<file path="src/rtl/irq_pkg.sv">
package irq_pkg;
    localparam int IRQ_W      = 8;
    localparam int REG_ADDR_W = 2;

    // status bit positions
    localparam int BIT_FS_ERR   = 6;
    localparam int BIT_PAT_DET  = 5;
    localparam int BIT_PAT_ERR  = 3;
    localparam int BIT_SELFTEST = 1;
    localparam int BIT_INS_DONE = 0;

    localparam logic [IRQ_W-1:0] LIVE_BITS =
        IRQ_W'((1 << BIT_FS_ERR) | (1 << BIT_PAT_DET) | (1 << BIT_PAT_ERR) |
               (1 << BIT_SELFTEST) | (1 << BIT_INS_DONE));

    // register addresses
    localparam int ADR_STATUS = 0;
    localparam int ADR_ENABLE = 1;
    localparam int ADR_GLOBAL = 2;

    typedef struct packed {
        logic rd_status;
        logic rd_enable;
        logic rd_global;
        logic wr_enable;
        logic wr_global;
    } reg_sel_t;
endpackage

</file>
<file path="src/rtl/irq_status_bank.sv">
module irq_status_bank #(
    parameter int                DATA_W = irq_pkg::IRQ_W,
    parameter logic [DATA_W-1:0] LIVE   = irq_pkg::LIVE_BITS,
    parameter int                FS_BIT = irq_pkg::BIT_FS_ERR
) (
    input  logic              clk_i,
    input  logic              rst_ni,
    input  logic [DATA_W-1:0] evt_i,
    input  logic              clr_i,
    input  logic              fs_en_i,
    output logic [DATA_W-1:0] status_o
);
    logic [DATA_W-1:0] status_d, status_q;
    logic [DATA_W-1:0] set_vec;

    always_comb begin
        set_vec = evt_i & LIVE;
        if (!fs_en_i) begin
            set_vec[FS_BIT] = 1'b0;
        end
        // clear first, then set: a simultaneous event survives the read
        status_d = (clr_i ? '0 : status_q) | set_vec;
    end

    always_ff @(posedge clk_i or negedge rst_ni) begin
        if (!rst_ni) begin
            status_q <= '0;
        end else begin
            status_q <= status_d;
        end
    end

    assign status_o = status_q;
endmodule

</file>
<file path="src/rtl/irq_cfg_regs.sv">
module irq_cfg_regs #(
    parameter int                DATA_W = irq_pkg::IRQ_W,
    parameter logic [DATA_W-1:0] LIVE   = irq_pkg::LIVE_BITS
) (
    input  logic              clk_i,
    input  logic              rst_ni,
    input  logic              wr_enable_i,
    input  logic              wr_global_i,
    input  logic [DATA_W-1:0] wr_data_i,
    output logic [DATA_W-1:0] enable_o,
    output logic              gie_o
);
    logic [DATA_W-1:0] enable_d, enable_q;
    logic              gie_d, gie_q;

    always_comb begin
        enable_d = enable_q;
        gie_d    = gie_q;
        if (wr_enable_i) begin
            enable_d = wr_data_i & LIVE;
        end
        if (wr_global_i) begin
            gie_d = wr_data_i[0];
        end
    end

    always_ff @(posedge clk_i or negedge rst_ni) begin
        if (!rst_ni) begin
            enable_q <= '0;
            gie_q    <= 1'b0;
        end else begin
            enable_q <= enable_d;
            gie_q    <= gie_d;
        end
    end

    assign enable_o = enable_q;
    assign gie_o    = gie_q;
endmodule

</file>
<file path="src/rtl/irq_out_gen.sv">
module irq_out_gen #(
    parameter int DATA_W = irq_pkg::IRQ_W
) (
    input  logic              clk_i,
    input  logic              rst_ni,
    input  logic [DATA_W-1:0] status_i,
    input  logic [DATA_W-1:0] enable_i,
    input  logic              gie_i,
    output logic              irq_o
);
    logic irq_d, irq_q;

    always_comb begin
        irq_d = gie_i & (|(status_i & enable_i));
    end

    always_ff @(posedge clk_i or negedge rst_ni) begin
        if (!rst_ni) begin
            irq_q <= 1'b0;
        end else begin
            irq_q <= irq_d;
        end
    end

    assign irq_o = irq_q;
endmodule

</file>
<file path="src/rtl/irq_status_ctrl.sv">
module irq_status_ctrl #(
    parameter int DATA_W = irq_pkg::IRQ_W,
    parameter int ADDR_W = irq_pkg::REG_ADDR_W
) (
    input  logic              clk_i,
    input  logic              rst_ni,
    input  logic [DATA_W-1:0] evt_i,
    input  logic [ADDR_W-1:0] addr_i,
    input  logic              rd_en_i,
    input  logic              wr_en_i,
    input  logic [DATA_W-1:0] wr_data_i,
    output logic [DATA_W-1:0] rd_data_o,
    output logic              irq_o
);
    import irq_pkg::*;

    localparam logic [ADDR_W-1:0] A_STATUS = ADDR_W'(ADR_STATUS);
    localparam logic [ADDR_W-1:0] A_ENABLE = ADDR_W'(ADR_ENABLE);
    localparam logic [ADDR_W-1:0] A_GLOBAL = ADDR_W'(ADR_GLOBAL);

    reg_sel_t          sel;
    logic [DATA_W-1:0] status_w, enable_w;
    logic              gie_w;
    logic [DATA_W-1:0] rdata_d, rdata_q;

    always_comb begin
        sel.rd_status = rd_en_i && (addr_i == A_STATUS);
        sel.rd_enable = rd_en_i && (addr_i == A_ENABLE);
        sel.rd_global = rd_en_i && (addr_i == A_GLOBAL);
        sel.wr_enable = wr_en_i && (addr_i == A_ENABLE);
        sel.wr_global = wr_en_i && (addr_i == A_GLOBAL);
    end

    irq_status_bank #(.DATA_W(DATA_W)) u_status (
        .clk_i    (clk_i),
        .rst_ni   (rst_ni),
        .evt_i    (evt_i),
        .clr_i    (sel.rd_status),
        .fs_en_i  (enable_w[BIT_FS_ERR]),
        .status_o (status_w)
    );

    irq_cfg_regs #(.DATA_W(DATA_W)) u_cfg (
        .clk_i       (clk_i),
        .rst_ni      (rst_ni),
        .wr_enable_i (sel.wr_enable),
        .wr_global_i (sel.wr_global),
        .wr_data_i   (wr_data_i),
        .enable_o    (enable_w),
        .gie_o       (gie_w)
    );

    irq_out_gen #(.DATA_W(DATA_W)) u_irq (
        .clk_i    (clk_i),
        .rst_ni   (rst_ni),
        .status_i (status_w),
        .enable_i (enable_w),
        .gie_i    (gie_w),
        .irq_o    (irq_o)
    );

    always_comb begin
        rdata_d = '0;
        if (sel.rd_status) begin
            rdata_d = status_w;
        end else if (sel.rd_enable) begin
            rdata_d = enable_w;
        end else if (sel.rd_global) begin
            rdata_d = DATA_W'(gie_w);
        end
    end

    always_ff @(posedge clk_i or negedge rst_ni) begin
        if (!rst_ni) begin
            rdata_q <= '0;
        end else begin
            rdata_q <= rdata_d;
        end
    end

    assign rd_data_o = rdata_q;
endmodule

</file>
<file path="config.mk">
export PLATFORM = sky130hd
export DESIGN_NAME = irq_status_ctrl
export DESIGN_NICKNAME = d
export VERILOG_FILES = /design/src/rtl/irq_pkg.sv /design/src/rtl/irq_status_bank.sv /design/src/rtl/irq_cfg_regs.sv /design/src/rtl/irq_out_gen.sv /design/src/rtl/irq_status_ctrl.sv
export SDC_FILE = /design/constraint.sdc
export NUM_CORES = 1
export LEC_CHECK = 0
export BUFFER_PORTS_ARGS = -buffer_cell sky130_fd_sc_hd__buf_2
export CORE_ASPECT_RATIO = 0.9
export CORE_MARGIN = 8
export CORE_UTILIZATION = 40
export CTS_CLUSTER_SIZE = 30
export DETAILED_ROUTE_END_ITERATION = 12
export PLACE_DENSITY = 0.78
export SLEW_MARGIN = 20
export SYNTH_ARGS = -nofsm -noshare
export SYNTH_HDL_FRONTEND = slang
export SYNTH_SLANG_ARGS = --single-unit
</file>
<file path="constraint.sdc">
create_clock -name clk_i -period 1 [get_ports clk_i]
set_clock_uncertainty 0.1 [all_clocks]
set_input_delay 0.05 -clock clk_i [delete_from_list [all_inputs] [get_ports clk_i]]
set_output_delay 0.05 -clock clk_i [all_outputs]
set_load 0.02 [all_outputs]
</file>
==> metrics.yaml <==
worst_setup_path:
  path_class: "flop to flop"
  r2r_slack_ns: -0.11
  slowest_stage: "dfrtp_1"
  path_cells: "a222oi_1, a21boi_1"
  crit_fanout: 2
  cp_num_buf_inv: 0
  slowest_delay_ns: 0.40
  end_kind: "flop"
  path_depth: 2
  rr_worst_depth: 2
  critPathArrivalTime_ns: 1.18
  required_ns: 1.07
  start_kind: "flop"
  cpLargestDelayFamily: "compound AO/OA/AOI/OAI gates"
global_route:
  grt_pass1_vias: 581
  grt_first_pass_wirelength_um: 2640
  groute.usage.overall: 0.100
  antenna_found_initial: 0
  grt_max_degree: 18
  overflow: 0
cts:
  clk_path_buf_depth: 2
  cts_buffers: 3
  numClockSinks: 17
  cts_tree: "yes"
  cts-htree-levels: 1
  cts.clk_slew.worst_paths_ns: 0.09
  insertion_delay_ns: 0.29
  cts_root_buffer: "clkbuf_4"
hold_path:
  hp-class: "input port to flop"
  min_path_cells: 4
synthesis:
  ys_warn_count: 0
  synth.largest_area_cell: "dfrtp_1"
  synthTopCellsByArea: "dfrtp_1, mux2_2, mux2i_1"
  yosysUniqueCellTypes: 19
  synth_top_area_share: 0.582
  ys.flop_type: "dfrtp_1"
  synth.ff_latch_count: 17
  syn_inst: 53
  synth_commonest_cells: "dfrtp_1, mux2_2, mux2i_1, nor2_1, a21o_1"
  yosysSeqAreaShare: 0.582
  post_synth.cell_area_avg_sq_um: 13.8
  yosysMostFrequentCell: "dfrtp_1"
  synth-edff-count: 0
  syn_area_sq_um: 731
  ys_async_sr_fraction: 1.00
finish:
  fin_nets: 118
  multi_input_area_sq_um: 277
  areaGrowthSynthToFinish_pct: 42.3
  seqCellArea_sq_um: 425
  drive_gt1_frac: 0.421
  antenna_cells: 0
  fillCellCount: 137
  stdcell_area_sq_um: 1040
sta:
  rsz0062_at_grt: "yes"
  setup_violations: 3
  fin_crit_sh: 1.11
  finalMaxSlewViolations: 0
  hold_violations: 0
  tns_ns: -0.223
  min_period_ns: 1.11
  fin_ws_ns: -0.110
  fmax_mhz: 901
  hold_slack_ns: 0.0263
power_and_ir_drop:
  clock_power_share: 0.229
  power.leakage_nw: 0.520
  sw_frac_of_total: 0.267
  power.internal_w: 0.00113
  p_sw_w: 0.000411
  p_seq_frac: 0.540
  peakVddDrop_mv: 1.20
  power_frac_comb: 0.231
  p_per_area_nw_per_um2: 1480
placed_design:
  dp_hpwl_um: 1170
  io_buffers: 21
  gp_congestion: 0.754
  dpl_cell_area_sq_um: 882
floorplanning:
  rows: 14
  die_height_um: 56.5
  die_w_um: 61.1
  ioPinCount: 31
  initial_utilization: 0.430
  coreArea_sq_um: 1700
  dieArea_sq_um: 3450
routing:
  drtPass1Iterations: 4
  vias: 544
  drc: 0
  viasPerCell: 4.57
  first_iter_violations: 15
  ant_nets: 0
  wl_per_cell_um: 13.4
  routed_wl_um: 1590
outcome:
  failed_checks: "negative setup slack"
  outcome: "finished, violations left"
job:
  maxCapViolations: 0
[what timing repair did]
action                                  CTS  global route
buffers inserted                          0             1
endpoints found under the setup margin    1             3
hold endpoints to repair                 29             0
pin swaps                                 2             4
hold buffers                             12             0
gates resized for setup                   1             2
gates cloned                              0             0
[cell type report]
| type | count | share of cell area |
|---|---|---|
| Sequential cell | 17 | 0.409 |
| Multi-Input combinational cell | 34 | 0.266 |
| Tap cell | 24 | 0.0289 |
| Clock buffer | 4 | 0.0253 |
| Timing Repair Buffer | 40 | 0.271 |
[cells in the final DEF (no fill, tap or decap), types with 3 or more instances in the layout]
cell type / instances
clkbuf_4: 3
nor2_1: 5
a21o_1: 4
dfrtp_1: 17
buf_2: 21
buf_4: 6
mux2i_1: 5
mux2_2: 6
dlygate4sd3_1: 12
conb_1: 3
[sequential cells by signal, indices dropped and copies added (netlist names)]
name	flops
u_irq.irq_o	1
u_cfg.enable_o	5
u_cfg.gie_o	1
u_status.status_o	5
rd_data_o	5
[power groups by stage]
stage,clock network [W],registers (W),logic (W)
floorplan,0,0.000863,0.000152
global placement,0,0.000839,0.000285
detailed placement,0,0.000842,0.000298
CTS,0.000375,0.000828,0.000337
global route,0.000403,0.000841,0.000386
finish,0.000352,0.000831,0.000356
[worst paths after layout]
check	from	end
worst max-delay path	u_cfg.enable_o[1]	u_irq.irq_o
worst min-delay path	rd_en_i	rd_data_o[3]
worst max register to register	u_cfg.enable_o[1]	u_irq.irq_o
worst min register to register	u_status.status_o[3]	u_status.status_o[3]
max in group asynchronous	rst_ni	u_cfg.gie_o
min in group asynchronous	rst_ni	u_status.status_o[3]
[cell families after synthesis]
family	Yosys count	share of synthesized area
simple gates	11	0.108
buf+inv	4	0.0497
mux	11	0.161
other cells	1	0.00513
flops	17	0.582
compound gates	9	0.0942
[worst min-delay path: stages]
cell	delay [ns]
buf_2	0.12
nand2b_4	0.06
buf_4	0.11
nor2_1	0.04
[stage by stage]
stage / cells / setup slack, ns / util / total power (W)
finish: 119 / -0.110 / 0.612 / 0.00154
global route: 119 / -0.158 / 0.612 / 0.00163
CTS: 118 / -0.0952 / 0.605 / 0.00154
detailed placement: 102 / -0.0952 / 0.519 / 0.00114
global placement: 102 / -0.0465 / 0.519 / 0.00112
floorplan: 55 / -0.00270 / - / 0.00102
[metal layers]
metal / GRT usage / part of all wire / up-vias
met4: 0.0399 / 0.025 / 0
met2: 0.164 / 0.48 / 29
met1: 0.104 / 0.38 / 245
met5: 0 / 0 / -
li1: - / - / 263
met3: 0.0523 / 0.11 / 7
Power figures use the tool's default switching activity.
